--- config.mk ---
export PLATFORM = sky130hd
export DESIGN_NAME = spi_pack_fifo
export DESIGN_NICKNAME = d
export VERILOG_FILES = /design/src/rtl/spi_pack_fifo_pkg.sv /design/src/rtl/spi_pack_fifo_ram.sv /design/src/rtl/spi_pack_fifo_dp.sv /design/src/rtl/spi_pack_fifo_ctrl.sv /design/src/rtl/spi_pack_fifo.sv
export SDC_FILE = /design/constraint.sdc
export NUM_CORES = 1
export LEC_CHECK = 0
export ABC_AREA = 1
export BUFFER_PORTS_ARGS = -buffer_cell sky130_fd_sc_hd__clkbuf_2
export CORE_ASPECT_RATIO = 1.5
export CORE_MARGIN = 1
export CORE_UTILIZATION = 55
export CTS_CLUSTER_SIZE = 16
export DETAILED_ROUTE_END_ITERATION = 8
export PLACE_DENSITY = 0.77
export SLEW_MARGIN = 20
export SYNTH_ARGS = -nofsm -noshare
export SYNTH_HDL_FRONTEND = slang
export SYNTH_HIERARCHICAL = 1
export SYNTH_SLANG_ARGS = --single-unit
--- constraint.sdc ---
create_clock -name clk -period 3.6 [get_ports clk]
set_input_delay 1.08 -clock clk [delete_from_list [all_inputs] [get_ports clk]]
set_output_delay 1.08 -clock clk [all_outputs]
set_load 0.05 [all_outputs]
--- src/rtl/spi_pack_fifo_pkg.sv ---
package spi_pack_fifo_pkg;
  // Width of every fill-level and trigger-level field.
  localparam int LVL_W = 6;

  // Strobes from control to datapath, all for the current cycle.
  typedef struct packed {
    logic packByte;  // shift rxByte into the packer
    logic packEmit;  // packer contents leave (stored or dropped)
    logic rxWrite;   // store the packer output in the RX FIFO
    logic rxRead;    // drop the RX head entry
    logic rxClear;   // flush RX FIFO and packer
    logic txWrite;   // store txWdata
    logic txRead;    // drop the TX head entry
    logic txClear;   // flush TX FIFO
  } fifoStrobes_t;
endpackage

--- src/rtl/spi_pack_fifo_ram.sv ---
module spi_pack_fifo_ram #(
  parameter int DEPTH = 8,
  parameter int WIDTH = 32
) (
  input  logic             clk,
  input  logic             rstN,
  input  logic             clear,
  input  logic             wrEn,
  input  logic [WIDTH-1:0] wrData,
  input  logic             rdEn,
  output logic [WIDTH-1:0] rdData
);
  localparam int PTR_W = (DEPTH > 1) ? $clog2(DEPTH) : 1;
  localparam logic [PTR_W-1:0] LAST = PTR_W'(DEPTH - 1);

  logic [WIDTH-1:0] mem [DEPTH];
  logic [PTR_W-1:0] wrPtr, rdPtr;

  function automatic logic [PTR_W-1:0] bump(input logic [PTR_W-1:0] p);
    return (p == LAST) ? '0 : p + 1'b1;
  endfunction

  always_ff @(posedge clk) begin
    if (wrEn) mem[wrPtr] <= wrData;
  end

  always_ff @(posedge clk or negedge rstN) begin
    if (!rstN) begin
      wrPtr <= '0;
      rdPtr <= '0;
    end else if (clear) begin
      wrPtr <= '0;
      rdPtr <= '0;
    end else begin
      if (wrEn) wrPtr <= bump(wrPtr);
      if (rdEn) rdPtr <= bump(rdPtr);
    end
  end

  assign rdData = mem[rdPtr];
endmodule

--- src/rtl/spi_pack_fifo_dp.sv ---
module spi_pack_fifo_dp
  import spi_pack_fifo_pkg::*;
#(
  parameter int RX_DEPTH = 8,
  parameter int TX_DEPTH = 4
) (
  input  logic         clk,
  input  logic         rstN,
  input  fifoStrobes_t strobes,
  input  logic [7:0]   rxByte,
  input  logic [31:0]  txWdata,
  output logic [2:0]   packCnt,
  output logic [31:0]  rxData,
  output logic [2:0]   rxHeadCnt,
  output logic [31:0]  txData
);
  localparam int RX_W = 32 + 3;

  logic [31:0] packReg;
  logic [31:0] packNext;
  logic [2:0]  cntNext;
  logic [RX_W-1:0] rxHead;

  // Newest byte enters at the bottom, so older bytes sit higher.
  always_comb begin
    packNext = packReg;
    cntNext  = packCnt;
    if (strobes.packByte) begin
      packNext = {packReg[23:0], rxByte};
      cntNext  = packCnt + 3'd1;
    end
  end

  always_ff @(posedge clk or negedge rstN) begin
    if (!rstN) begin
      packReg <= '0;
      packCnt <= '0;
    end else if (strobes.rxClear || strobes.packEmit) begin
      packReg <= '0;
      packCnt <= '0;
    end else if (strobes.packByte) begin
      packReg <= packNext;
      packCnt <= cntNext;
    end
  end

  spi_pack_fifo_ram #(.DEPTH(RX_DEPTH), .WIDTH(RX_W)) rxRam_i (
    .clk    (clk),
    .rstN   (rstN),
    .clear  (strobes.rxClear),
    .wrEn   (strobes.rxWrite),
    .wrData ({cntNext, packNext}),
    .rdEn   (strobes.rxRead),
    .rdData (rxHead)
  );

  spi_pack_fifo_ram #(.DEPTH(TX_DEPTH), .WIDTH(32)) txRam_i (
    .clk    (clk),
    .rstN   (rstN),
    .clear  (strobes.txClear),
    .wrEn   (strobes.txWrite),
    .wrData (txWdata),
    .rdEn   (strobes.txRead),
    .rdData (txData)
  );

  assign rxData    = rxHead[31:0];
  assign rxHeadCnt = rxHead[RX_W-1:32];
endmodule

--- src/rtl/spi_pack_fifo_ctrl.sv ---
module spi_pack_fifo_ctrl
  import spi_pack_fifo_pkg::*;
#(
  parameter int RX_DEPTH = 8,
  parameter int TX_DEPTH = 4
) (
  input  logic             clk,
  input  logic             rstN,
  input  logic             rxCtrlWr,
  input  logic             txCtrlWr,
  input  logic [15:0]      ctrlWdata,
  input  logic             rxByteValid,
  input  logic             rxFrameEnd,
  input  logic             rxPop,
  input  logic             txPush,
  input  logic             txPop,
  input  logic             txActive,
  input  logic [2:0]       packCnt,
  output fifoStrobes_t     strobes,
  output logic [LVL_W-1:0] rxLevel,
  output logic [LVL_W-1:0] txLevel,
  output logic             rxReq,
  output logic             txReq,
  output logic             rxOverflow,
  output logic             txUnderflow
);
  localparam logic [LVL_W-1:0] RX_FULL = LVL_W'(RX_DEPTH);
  localparam logic [LVL_W-1:0] TX_FULL = LVL_W'(TX_DEPTH);

  logic rxEn, txEn;
  logic [LVL_W-1:0] rxTrig, txTrig;
  logic [LVL_W-1:0] rxLvlNext, txLvlNext;
  logic rxFlush, txFlush, byteIn, endIn, partialEmit;
  logic [2:0] nextCnt;
  logic unusedCtrlBits;

  assign unusedCtrlBits = ^{ctrlWdata[15:14], ctrlWdata[7:2]};

  assign rxFlush = rxCtrlWr & ctrlWdata[1];
  assign txFlush = txCtrlWr & ctrlWdata[1];
  assign byteIn  = rxEn & rxByteValid & ~rxFlush;
  assign endIn   = rxEn & rxFrameEnd & ~rxFlush;
  assign nextCnt = packCnt + {2'b00, byteIn};
  assign partialEmit = endIn && (nextCnt != 3'd0) && (nextCnt != 3'd4);

  always_comb begin
    strobes          = '0;
    strobes.packByte = byteIn;
    strobes.packEmit = (nextCnt == 3'd4) || partialEmit;
    strobes.rxWrite  = strobes.packEmit && (rxLevel != RX_FULL);
    strobes.rxRead   = rxPop && (rxLevel != '0) && !rxFlush;
    strobes.rxClear  = rxFlush;
    strobes.txWrite  = txEn && txPush && (txLevel != TX_FULL) && !txFlush;
    strobes.txRead   = txPop && (txLevel != '0) && !txFlush;
    strobes.txClear  = txFlush;
  end

  assign rxLvlNext = rxFlush ? '0 :
                     rxLevel + LVL_W'(strobes.rxWrite) - LVL_W'(strobes.rxRead);
  assign txLvlNext = txFlush ? '0 :
                     txLevel + LVL_W'(strobes.txWrite) - LVL_W'(strobes.txRead);

  always_ff @(posedge clk or negedge rstN) begin
    if (!rstN) begin
      rxEn        <= 1'b0;
      txEn        <= 1'b0;
      rxTrig      <= '0;
      txTrig      <= '0;
      rxLevel     <= '0;
      txLevel     <= '0;
      rxReq       <= 1'b0;
      txReq       <= 1'b0;
      rxOverflow  <= 1'b0;
      txUnderflow <= 1'b0;
    end else begin
      if (rxCtrlWr) begin
        rxEn   <= ctrlWdata[0];
        rxTrig <= ctrlWdata[13:8];
      end
      if (txCtrlWr) begin
        txEn   <= ctrlWdata[0];
        txTrig <= ctrlWdata[13:8];
      end
      rxLevel     <= rxLvlNext;
      txLevel     <= txLvlNext;
      rxReq       <= (strobes.rxWrite && partialEmit) ||
                     ((rxLvlNext >= rxTrig) && (rxLevel < rxTrig));
      txReq       <= (txLvlNext <= txTrig) && (txLevel > txTrig);
      rxOverflow  <= strobes.packEmit && (rxLevel == RX_FULL);
      txUnderflow <= txPop && txActive && (txLevel == '0) && !txFlush;
    end
  end
endmodule

--- src/rtl/spi_pack_fifo.sv ---
module spi_pack_fifo
  import spi_pack_fifo_pkg::*;
#(
  parameter int RX_DEPTH = 8,
  parameter int TX_DEPTH = 4
) (
  input  logic        clk,
  input  logic        rstN,
  input  logic        rxCtrlWr,
  input  logic        txCtrlWr,
  input  logic [15:0] ctrlWdata,
  input  logic        rxByteValid,
  input  logic [7:0]  rxByte,
  input  logic        rxFrameEnd,
  input  logic        rxPop,
  output logic [31:0] rxData,
  output logic [2:0]  rxHeadBytes,
  input  logic        txPush,
  input  logic [31:0] txWdata,
  input  logic        txPop,
  input  logic        txActive,
  output logic [31:0] txData,
  output logic [15:0] fifoStatus,
  output logic [31:0] idWord,
  output logic        rxReq,
  output logic        txReq,
  output logic        rxOverflow,
  output logic        txUnderflow
);
  localparam logic [LVL_W-1:0] RX_SIZE = LVL_W'(RX_DEPTH);
  localparam logic [LVL_W-1:0] TX_SIZE = LVL_W'(TX_DEPTH);

  fifoStrobes_t strobes;
  logic [2:0] packCnt, rxHeadCnt;
  logic [LVL_W-1:0] rxLevel, txLevel;

  spi_pack_fifo_ctrl #(.RX_DEPTH(RX_DEPTH), .TX_DEPTH(TX_DEPTH)) ctrl_i (
    .clk, .rstN, .rxCtrlWr, .txCtrlWr, .ctrlWdata, .rxByteValid, .rxFrameEnd,
    .rxPop, .txPush, .txPop, .txActive, .packCnt, .strobes, .rxLevel, .txLevel,
    .rxReq, .txReq, .rxOverflow, .txUnderflow
  );

  spi_pack_fifo_dp #(.RX_DEPTH(RX_DEPTH), .TX_DEPTH(TX_DEPTH)) dp_i (
    .clk, .rstN, .strobes, .rxByte, .txWdata, .packCnt, .rxData, .rxHeadCnt,
    .txData
  );

  assign rxHeadBytes = (rxLevel == '0) ? 3'd0 : rxHeadCnt;
  assign fifoStatus  = {2'b00, txLevel, 2'b00, rxLevel};
  assign idWord      = {2'b00, TX_SIZE, 2'b00, RX_SIZE, 16'h0000};
endmodule

==> tab_implementation.tex, run 1 <==
\begin{tabular}{lr}
\hline
Metric & Value \\
\hline
\multicolumn{2}{l}{\textbf{Placement}} \\
\quad Number of I/O port buffers & 140 \\
\quad Final weighted congestion in routability-driven placement & $\sim$0.82 \\
\quad Half-perimeter wire length after placement & roughly 32000 µm \\
\quad Pre-CTS WS & -495.6 ps \\
\quad Instance area at placement & between 20000 and 30000 µm² \\
\multicolumn{2}{l}{\textbf{Worst setup path}} \\
\quad Crit path buf inv count & 4 \\
\quad Master of the slowest instance on the critical path & dfrtp\_4 \\
\quad Cell family with most CP delay & buffers and inverters \\
\quad Type of the setup path with the least slack & reg2out \\
\quad Cell type with the highest occurrence count on the critical path & nand2\_1 \\
\quad Arrival time of data at the critical path endpoint & about 2400 ps \\
\quad Sequence of cells on the critical path & inv\_16 -> buf\_12 -> buf\_12 -> nand2\_1 -> nand3\_1 -> nand2\_1 -> nand2\_1 -> nand2\_1 -> clkbuf\_2 \\
\quad Endpoint class of the critical path & output pin \\
\quad Maximum cell stage delay along the critical path & $\sim$570 ps \\
\quad Sort of element at the start of the critical path & register \\
\quad Maximum fanout count along the critical path & 29 \\
\quad Critical Path RT & roughly 2500 ps \\
\multicolumn{2}{l}{\textbf{Logic synthesis}} \\
\quad Synthesis Warnings & 6 \\
\quad Area leader, netlist & edfxtp\_1 \\
\quad Post-synthesis sequential area ratio & 0.5984 \\
\quad Synth Flop Type & edfxtp\_1 \\
\quad Average cell area after synthesis & $\sim$10 µm² \\
\quad Netlist area before placement & about 24000 µm² \\
\quad Share of the synthesized area in the top cell type & 0.5189 \\
\quad Number of distinct standard cells referenced by the synthesized netlist & 39 \\
\quad Number of enable flip-flop cells after synthesis & 408 \\
\quad Top post-synthesis cells by area & edfxtp\_1 52\%, nand2\_1 11\%, dfrtp\_1 7.9\%, inv\_1 7.7\%, nand2\_4 3.4\% \\
\quad Cell count after synthesis & 2333 \\
\quad Post-synthesis sequential element count & just under 500 \\
\quad Async set-reset flop share out of synthesis & 0.1553 \\
\multicolumn{2}{l}{\textbf{Global routing}} \\
\quad Vias in the first global route & 16160 \\
\quad Global router's overall resource usage & 0.2408 \\
\quad Residual overflow from global routing & 0 \\
\quad First-pass GRT wire length & slightly above 80000 µm \\
\quad Largest net degree at the start of global routing & 72 \\
\quad Initial antenna violation count & 0 \\
\multicolumn{2}{l}{\textbf{Detailed routing}} \\
\quad Residual DRC count & 0 \\
\quad Total number of vias & about 16000 \\
\quad Drt first pass iters & 5 \\
\quad Initial DRC Count & around 860 \\
\quad Number of nets with antenna violations after detailed routing & 0 \\
\quad Total wire length after detailed routing & 50830 µm \\
\quad Number of vias per cell after detailed routing & approximately 5.0 \\
\quad Detail-routed net length per standard cell & about 16 µm \\
\multicolumn{2}{l}{\textbf{Power and ir drop}} \\
\quad Internal cell power & about 0.011 W \\
\quad Static power due to leakage & 12.85 nW \\
\quad Share of total power in the clock network & 0.248 \\
\quad Switching share of power & 0.4094 \\
\quad Power per Cell Area & 702.4 nW/µm² \\
\quad Net Sw Power & 0.007658 W \\
\quad Sequential fraction of design power & 0.352 \\
\quad Part of the power in combinational logic & 0.401 \\
\quad Maximum VDD drop & around 0.57 mV \\
\multicolumn{2}{l}{\textbf{Clock network}} \\
\quad Clk slew on worst S/H paths & around 60 ps \\
\quad CTS sink count & about 480 \\
\quad Maximum level of the CTS H-tree & 2 \\
\quad Clock insertion delay at the later pin of the skew report & between 500 and 600 ps \\
\quad Number of buffers created by CTS & 45 \\
\quad CTS Buffer Depth & 3 \\
\quad Clock root buffer & clkbuf\_16 \\
\quad CTS tree & built \\
\multicolumn{2}{l}{\textbf{Floorplan}} \\
\quad Die Area & between 40000 and 50000 µm² \\
\quad Core box area & about 42000 µm² \\
\quad Row Count & 92 \\
\quad Die Width & $\sim$170 µm \\
\quad Initial Utilization & 0.5604 \\
\quad DIE HEIGHT & 255.8 µm \\
\quad Count of boundary I/O pins & roughly 190 \\
\multicolumn{2}{l}{\textbf{Run}} \\
\quad Max-capacitance violation count & 0 \\
\multicolumn{2}{l}{\textbf{STA}} \\
\quad Clock skew after layout & roughly 18 ps \\
\quad RSZ-0062 raised after global routing & true \\
\quad Number of pins exceeding their max-slew limit in the final report & 0 \\
\quad Setup TNS Final & 0 ps \\
\quad Post-route fraction of the period consumed by the critical path & 0.9704 \\
\quad F\_max & 0.2862 GHz \\
\quad Final setup fails & 0 \\
\quad Hold Fails Final Rpt & 0 \\
\quad Clock period minus worst slack & around 3500 ps \\
\quad Tightest Pin Transition & 710.2 ps \\
\quad Worst-case headroom to the max-slew limit & 0.5265 \\
\quad Final worst slack & between 100 and 150 ps \\
\multicolumn{2}{l}{\textbf{Hold path}} \\
\quad Hold Path Class & reg2reg \\
\multicolumn{2}{l}{\textbf{Final layout}} \\
\quad Sequential standard cell area & 14130 µm² \\
\quad Layout Nets & 2620 \\
\quad Final standard cell utilization of the core & 0.6321 \\
\quad Fill cell instance count of the final layout & 3255 \\
\quad Commonest cells after routing, fill and taps aside & 707 x nand2\_1, 485 x inv\_1, 408 x edfxtp\_1, 156 x nand3\_1, 138 x clkbuf\_2 \\
\quad Final antenna diode count & 0 \\
\quad Leading cell type in the layout, fill and taps excluded & nand2\_1 \\
\quad Finished layout cell area & around 27000 µm² \\
\quad Area of combinational cells with multiple inputs & just under 7000 µm² \\
\quad Area Overhead vs Synth & 12.79\% \\
\quad Proportion of layout cells with a drive suffix above 1 & 0.2028 \\
\multicolumn{2}{l}{\textbf{Outcome}} \\
\quad Outcome & completed \\
\hline
\end{tabular}
cell type report:
type,count,area share
multi-input combinational,1266,0.2591
tap,564,0.02650
timing repair buffer,209,0.05873
clock buffer,61,0.04646
inverter,494,0.07089
clock inverter,22,0.007517
sequential,483,0.5307
per-layer routing:
metal,vias to the layer above,GRT usage,wire (µm)
met3,112,0.03835,2694
li1,7511,-,-
met1,7482,0.2589,18110
met5,-,0,0
met2,456,0.4562,27990
met4,0,0.1022,2034
power by group through the flow:
stage / clock [W] / sequential [W] / combinational, W
6_report: 0.00463 / 0.00658 / 0.00750
5_1_grt: 0.00493 / 0.00660 / 0.00817
4_1_cts: 0.00472 / 0.00658 / 0.00752
3_5_place_dp: 0 / 0.00672 / 0.00738
3_3_place_gp: 0 / 0.00670 / 0.00718
2_1_floorplan: 0 / 0.00689 / 0.00547
flip-flops by register name, summed over array words and instances, names as in the netlist, 2 cells and up:
register	count
dp_i/rxRam_i/mem	280
dp_i/txRam_i/mem	128
dp_i/packReg	32
ctrl_i/rxLevel	6
ctrl_i/rxTrig	6
ctrl_i/txLevel	6
ctrl_i/txTrig	6
dp_i/packCnt	3
dp_i/rxRam_i/rdPtr	3
dp_i/rxRam_i/wrPtr	3
dp_i/txRam_i/rdPtr	2
dp_i/txRam_i/wrPtr	2
cells by family after synthesis:
family	after synthesis	share of synthesized area
AND/OR/NAND/NOR	1097	0.2282
buffers and inverters	618	0.1203
flip-flops	483	0.5984
AO/OA/AOI/OAI	74	0.02104
adder cells (fa/ha/maj)	55	0.02978
multiplexers	4	0.001908
other	2	0.0003181
Yosys cell counts (2+ instances only):
library cell / instances
nand2_1: 708
a21oi_1: 16
nor2_1: 51
fa_1: 2
nand2_4: 71
inv_1: 487
a31oi_1: 3
edfxtp_1: 408
nand3_1: 156
buf_12: 11
clkbuf_1: 9
o21ai_0: 18
ha_1: 53
mux2_2: 4
nand3_2: 69
buf_4: 45
nor2_2: 2
inv_2: 4
a21oi_2: 30
buf_2: 46
buf_6: 12
nand2_2: 33
dfrtp_1: 75
o21ai_1: 4
conb_1: 2
repair_timing:
item,in CTS,in global routing
buffers inserted,3,0
cloned,1,0
hold endpoints to repair,0,0
hold buffers,0,0
gates resized for setup,4,7
endpoints found under the setup margin,24,17
path summary, 6_finish.rpt:
check	startpoint	endpoint	slack (ps)	depth (start not counted)
worst max-delay path	dp_i/rxRam_i/rdPtr[0]$_DFFE_PN0P_	rxData[12]	110	9
worst min-delay path	ctrl_i/txEn$_DFFE_PN0P_	ctrl_i/txEn$_DFFE_PN0P_	530	1
worst max register to register	ctrl_i/txLevel[3]$_DFF_PN0_	ctrl_i/txReq$_DFF_PN0_	340	23
worst min register to register	ctrl_i/txEn$_DFFE_PN0P_	ctrl_i/txEn$_DFFE_PN0P_	530	1
max in group asynchronous	rstN	dp_i/packReg[13]$_DFFE_PN0P_	2290	2
min in group asynchronous	rstN	ctrl_i/txLevel[0]$_DFF_PN0_	570	1
metrics by stage:
stage	hold slack (ps)	power, W	instances
2_1_floorplan	481.3	0.01236	2367
3_3_place_gp	493.2	0.01389	3012
3_5_place_dp	513.5	0.01409	3012
4_1_cts	529.2	0.01882	3099
5_1_grt	542.0	0.01971	3099
6_report	531.1	0.01871	3099
No activity file was read; power rests on OpenSTA's default activity.
==> inputs of run 2 (changes only) <==
--- a/config.mk
+++ b/config.mk
@@ -9,12 +9,11 @@
 export BUFFER_PORTS_ARGS = -buffer_cell sky130_fd_sc_hd__clkbuf_2
 export CORE_ASPECT_RATIO = 1.5
 export CORE_MARGIN = 1
-export CORE_UTILIZATION = 55
+export CORE_UTILIZATION = 54
 export CTS_CLUSTER_SIZE = 16
 export DETAILED_ROUTE_END_ITERATION = 8
-export PLACE_DENSITY = 0.77
+export PLACE_DENSITY = 0.87
 export SLEW_MARGIN = 20
 export SYNTH_ARGS = -nofsm -noshare
 export SYNTH_HDL_FRONTEND = slang
-export SYNTH_HIERARCHICAL = 1
 export SYNTH_SLANG_ARGS = --single-unit
==> tab_implementation.tex, run 2 <==
\begin{tabular}{lr}
\hline
Metric & Value \\
\hline
\multicolumn{2}{l}{\textbf{Global routing}} \\
\quad Global router's overall resource usage & 0.2404 \\
\quad Largest net degree at the start of global routing & about 110 \\
\quad Vias in the first global route & about 14000 \\
\quad Residual overflow from global routing & 0 \\
\quad First-pass GRT wire length & approximately 71000 µm \\
\quad Initial antenna violation count & 0 \\
\multicolumn{2}{l}{\textbf{STA}} \\
\quad Clock period minus worst slack & 3544 ps \\
\quad Final setup fails & 0 \\
\quad Number of pins exceeding their max-slew limit in the final report & 0 \\
\quad Hold Fails Final Rpt & 0 \\
\quad RSZ-0062 raised after global routing & true \\
\quad Setup TNS Final & 0 ps \\
\quad Clock skew after layout & $\sim$25 ps \\
\quad Post-route fraction of the period consumed by the critical path & 0.9845 \\
\quad Tightest Pin Transition & $\sim$680 ps \\
\quad F\_max & 0.2822 GHz \\
\quad Worst-case headroom to the max-slew limit & 0.5443 \\
\multicolumn{2}{l}{\textbf{Worst setup path}} \\
\quad Crit path buf inv count & 3 \\
\quad Arrival time of data at the critical path endpoint & about 2500 ps \\
\quad Cell family with most CP delay & buffers and inverters \\
\quad Endpoint class of the critical path & output pin \\
\quad Sort of element at the start of the critical path & register \\
\quad Type of the setup path with the least slack & reg2out \\
\quad Maximum cell stage delay along the critical path & 530 ps \\
\quad Master of the slowest instance on the critical path & dfrtp\_4 \\
\quad Register-to-Register Setup Slack & approximately 230 ps \\
\quad Critical Path RT & between 2000 and 3000 ps \\
\quad Sequence of cells on the critical path & inv\_4 -> buf\_16 -> o21ai\_0 -> o22ai\_1 -> nand2\_1 -> nand2\_1 -> buf\_2 \\
\quad Cell type with the highest occurrence count on the critical path & nand2\_1 \\
\quad Maximum fanout count along the critical path & 46 \\
\multicolumn{2}{l}{\textbf{Logic synthesis}} \\
\quad Most common cell in the synthesized netlist & edfxtp\_1 \\
\quad Top post-synthesis cells by area & edfxtp\_1 60\%, dfrtp\_1 9.1\%, nor2\_1 5.9\%, o21ai\_0 5.0\%, nand2\_1 3.9\% \\
\quad Cell count after synthesis & around 1800 \\
\quad Number of distinct standard cells referenced by the synthesized netlist & 34 \\
\quad Most used standard cells in the synthesized netlist & 408 x edfxtp\_1, 322 x nor2\_1, 215 x nand2\_1 \\
\quad Average cell area after synthesis & roughly 12 µm² \\
\quad Number of enable flip-flop cells after synthesis & slightly above 400 \\
\quad Synthesis Warnings & 0 \\
\quad Area leader, netlist & edfxtp\_1 \\
\quad Share of the synthesized area in the top cell type & 0.5966 \\
\quad Post-synthesis sequential area ratio & 0.6880 \\
\quad Netlist area before placement & 20540 µm² \\
\quad Synth Flop Type & edfxtp\_1 \\
\quad Post-synthesis sequential element count & approximately 480 \\
\quad Async set-reset flop share out of synthesis & 0.1553 \\
\multicolumn{2}{l}{\textbf{Clock network}} \\
\quad Maximum level of the CTS H-tree & 2 \\
\quad CTS tree & built \\
\quad Number of buffers created by CTS & between 40 and 50 \\
\quad CTS Buffer Depth & 3 \\
\quad Clk slew on worst S/H paths & approximately 70 ps \\
\quad CTS sink count & between 400 and 500 \\
\quad Clock root buffer & clkbuf\_16 \\
\quad Clock insertion delay at the later pin of the skew report & roughly 550 ps \\
\multicolumn{2}{l}{\textbf{Detailed routing}} \\
\quad Number of vias per cell after detailed routing & roughly 5.6 \\
\quad Detail-routed net length per standard cell & $\sim$19 µm \\
\quad Total number of vias & approximately 14000 \\
\quad Total wire length after detailed routing & around 46000 µm \\
\quad Residual DRC count & 0 \\
\quad Drt first pass iters & 6 \\
\quad Initial DRC Count & 1224 \\
\quad Number of nets with antenna violations after detailed routing & 0 \\
\multicolumn{2}{l}{\textbf{Final layout}} \\
\quad Largest registers & dp\_i.rxRam\_i.mem: 280 flops, dp\_i.txRam\_i.mem: 128 flops, dp\_i.packReg: 32 flops \\
\quad Commonest cells after routing, fill and taps aside & 408 x edfxtp\_1, 314 x nor2\_1, 209 x nand2\_1, 206 x o21ai\_0, 133 x clkbuf\_2 \\
\quad Fill cell instance count of the final layout & between 2000 and 3000 \\
\quad Leading cell type in the layout, fill and taps excluded & edfxtp\_1 \\
\quad Area Overhead vs Synth & 15.02\% \\
\quad Largest register by flop count & dp\_i.rxRam\_i.mem \\
\quad Final cell count without fillers & between 2000 and 2500 \\
\quad Proportion of layout cells with a drive suffix above 1 & 0.1867 \\
\quad Layout Nets & just over 2000 \\
\quad Largest register FFs & 280 \\
\quad Final antenna diode count & 0 \\
\multicolumn{2}{l}{\textbf{Floorplan}} \\
\quad Row Count & between 80 and 90 \\
\quad Core box area & between 30000 and 40000 µm² \\
\quad Die Width & 161.2 µm \\
\quad Initial Utilization & 0.5468 \\
\quad Count of boundary I/O pins & 185 \\
\quad DIE HEIGHT & 240.8 µm \\
\quad Die Area & $\sim$39000 µm² \\
\multicolumn{2}{l}{\textbf{Power and ir drop}} \\
\quad Maximum VDD drop & $\sim$0.74 mV \\
\quad Power per Cell Area & approximately 840 nW/µm² \\
\quad Static power due to leakage & around 9.4 nW \\
\multicolumn{2}{l}{\textbf{Placement}} \\
\quad Number of placed instances with taps included & about 2400 \\
\quad Final weighted congestion in routability-driven placement & 0.8535 \\
\quad Half-perimeter wire length after placement & 27110 µm \\
\quad Number of I/O port buffers & 140 \\
\multicolumn{2}{l}{\textbf{Run}} \\
\quad Max-capacitance violation count & 0 \\
\multicolumn{2}{l}{\textbf{Outcome}} \\
\quad Outcome & completed \\
\multicolumn{2}{l}{\textbf{Hold path}} \\
\quad Hold Path Class & reg2reg \\
\hline
\end{tabular}
-- run 2: cell count changes in the layout (fill, tap and decap cells not counted), sizes merged, moves of 7 or more --
cell,previous run,this run
inv,496,125
nand3,225,28
o21ai,22,276
o22ai,0,64
a21oi,46,13
nand2,812,218
clkbuf,200,187
or2,2,33
nand4,1,8
nor3,1,9
nor2,54,323
-- run 2: through the flow --
step           area [µm²]  total power [W]  hold slack [ps]  utilization  setup WS (ps)
2_1_floorplan       20780          0.01282            501.8            -         -583.1
3_3_place_gp        22050          0.01471            519.2       0.5871         -506.7
3_5_place_dp        22050          0.01508            533.9       0.5871         -572.6
4_1_cts             23530          0.01977            551.6       0.6266          1.818
5_1_grt             23620          0.02082            556.2       0.6290         -77.68
6_report            23620          0.01983            550.6       0.6290          55.83
-- run 2: cell type report --
type / count / area (µm²) / share of cell area
inverter: 124 / 484.2 / 0.02050
sequential: 483 / 14130 / 0.5984
timing repair buffer: 199 / 1389 / 0.05880
clock inverter: 24 / 287.8 / 0.01218
tap: 489 / 611.8 / 0.02590
clock buffer: 54 / 1147 / 0.04857
multi-input combinational: 1071 / 5565 / 0.2356
-- run 2: worst paths after layout --
path,cells past startpoint,end,start
worst max-delay path,7,rxData[26],dp_i.rxRam_i.rdPtr[0]$_DFFE_PN0P_
worst min-delay path,1,ctrl_i.txEn$_DFFE_PN0P_,ctrl_i.txEn$_DFFE_PN0P_
worst max register to register,25,ctrl_i.txReq$_DFF_PN0_,ctrl_i.txLevel[4]$_DFF_PN0_
worst min register to register,1,ctrl_i.txEn$_DFFE_PN0P_,ctrl_i.txEn$_DFFE_PN0P_
max in group asynchronous,2,ctrl_i.txTrig[5]$_DFFE_PN0P_,rstN
min in group asynchronous,1,ctrl_i.txUnderflow$_DFF_PN0_,rstN
-- run 2: repair_timing --
| item | in CTS | in global routing |
|---|---|---|
| hold buffers | 0 | 0 |
| gates resized for setup | 3 | 22 |
| cloned | 1 | 0 |
| endpoints found under the setup margin | 1 | 5 |
| setup buffers | 0 | 4 |
| endpoints found under the hold margin | 0 | 0 |
| pin swaps | 0 | 16 |
-- run 2: power by group --
group / internal [W] / switching (W) / total [W]
combinational: 0.00222 / 0.00617 / 0.00838
clock: 0.00265 / 0.00198 / 0.00463
sequential: 0.00655 / 0.000263 / 0.00681
total: 0.0114 / 0.00841 / 0.0198
-- run 2: cells by family (layout without fill, tap and decap cells) --
kind of cell	after synthesis	in the layout	synth area share
and+or+nand+nor	621	621	0.1226
buffers and inverters	246	401	0.05715
muxes	4	4	0.002193
xor gates and xnor gates	1	1	0.0004266
AOI/OAI and AO/OA	355	355	0.09560
other	2	36	0.0003657
adders and majority gates	54	54	0.03363
DFF	483	483	0.6880
-- run 2: metal layers --
layer	vias up	track usage	routed length, µm	share of wire
li1	6324	-	-	-
met1	6681	0.2657	15730	0.34
met2	681	0.4488	25070	0.54
met3	122	0.04520	3930	0.085
met4	0	0.1026	1652	0.036
met5	-	0	0	0
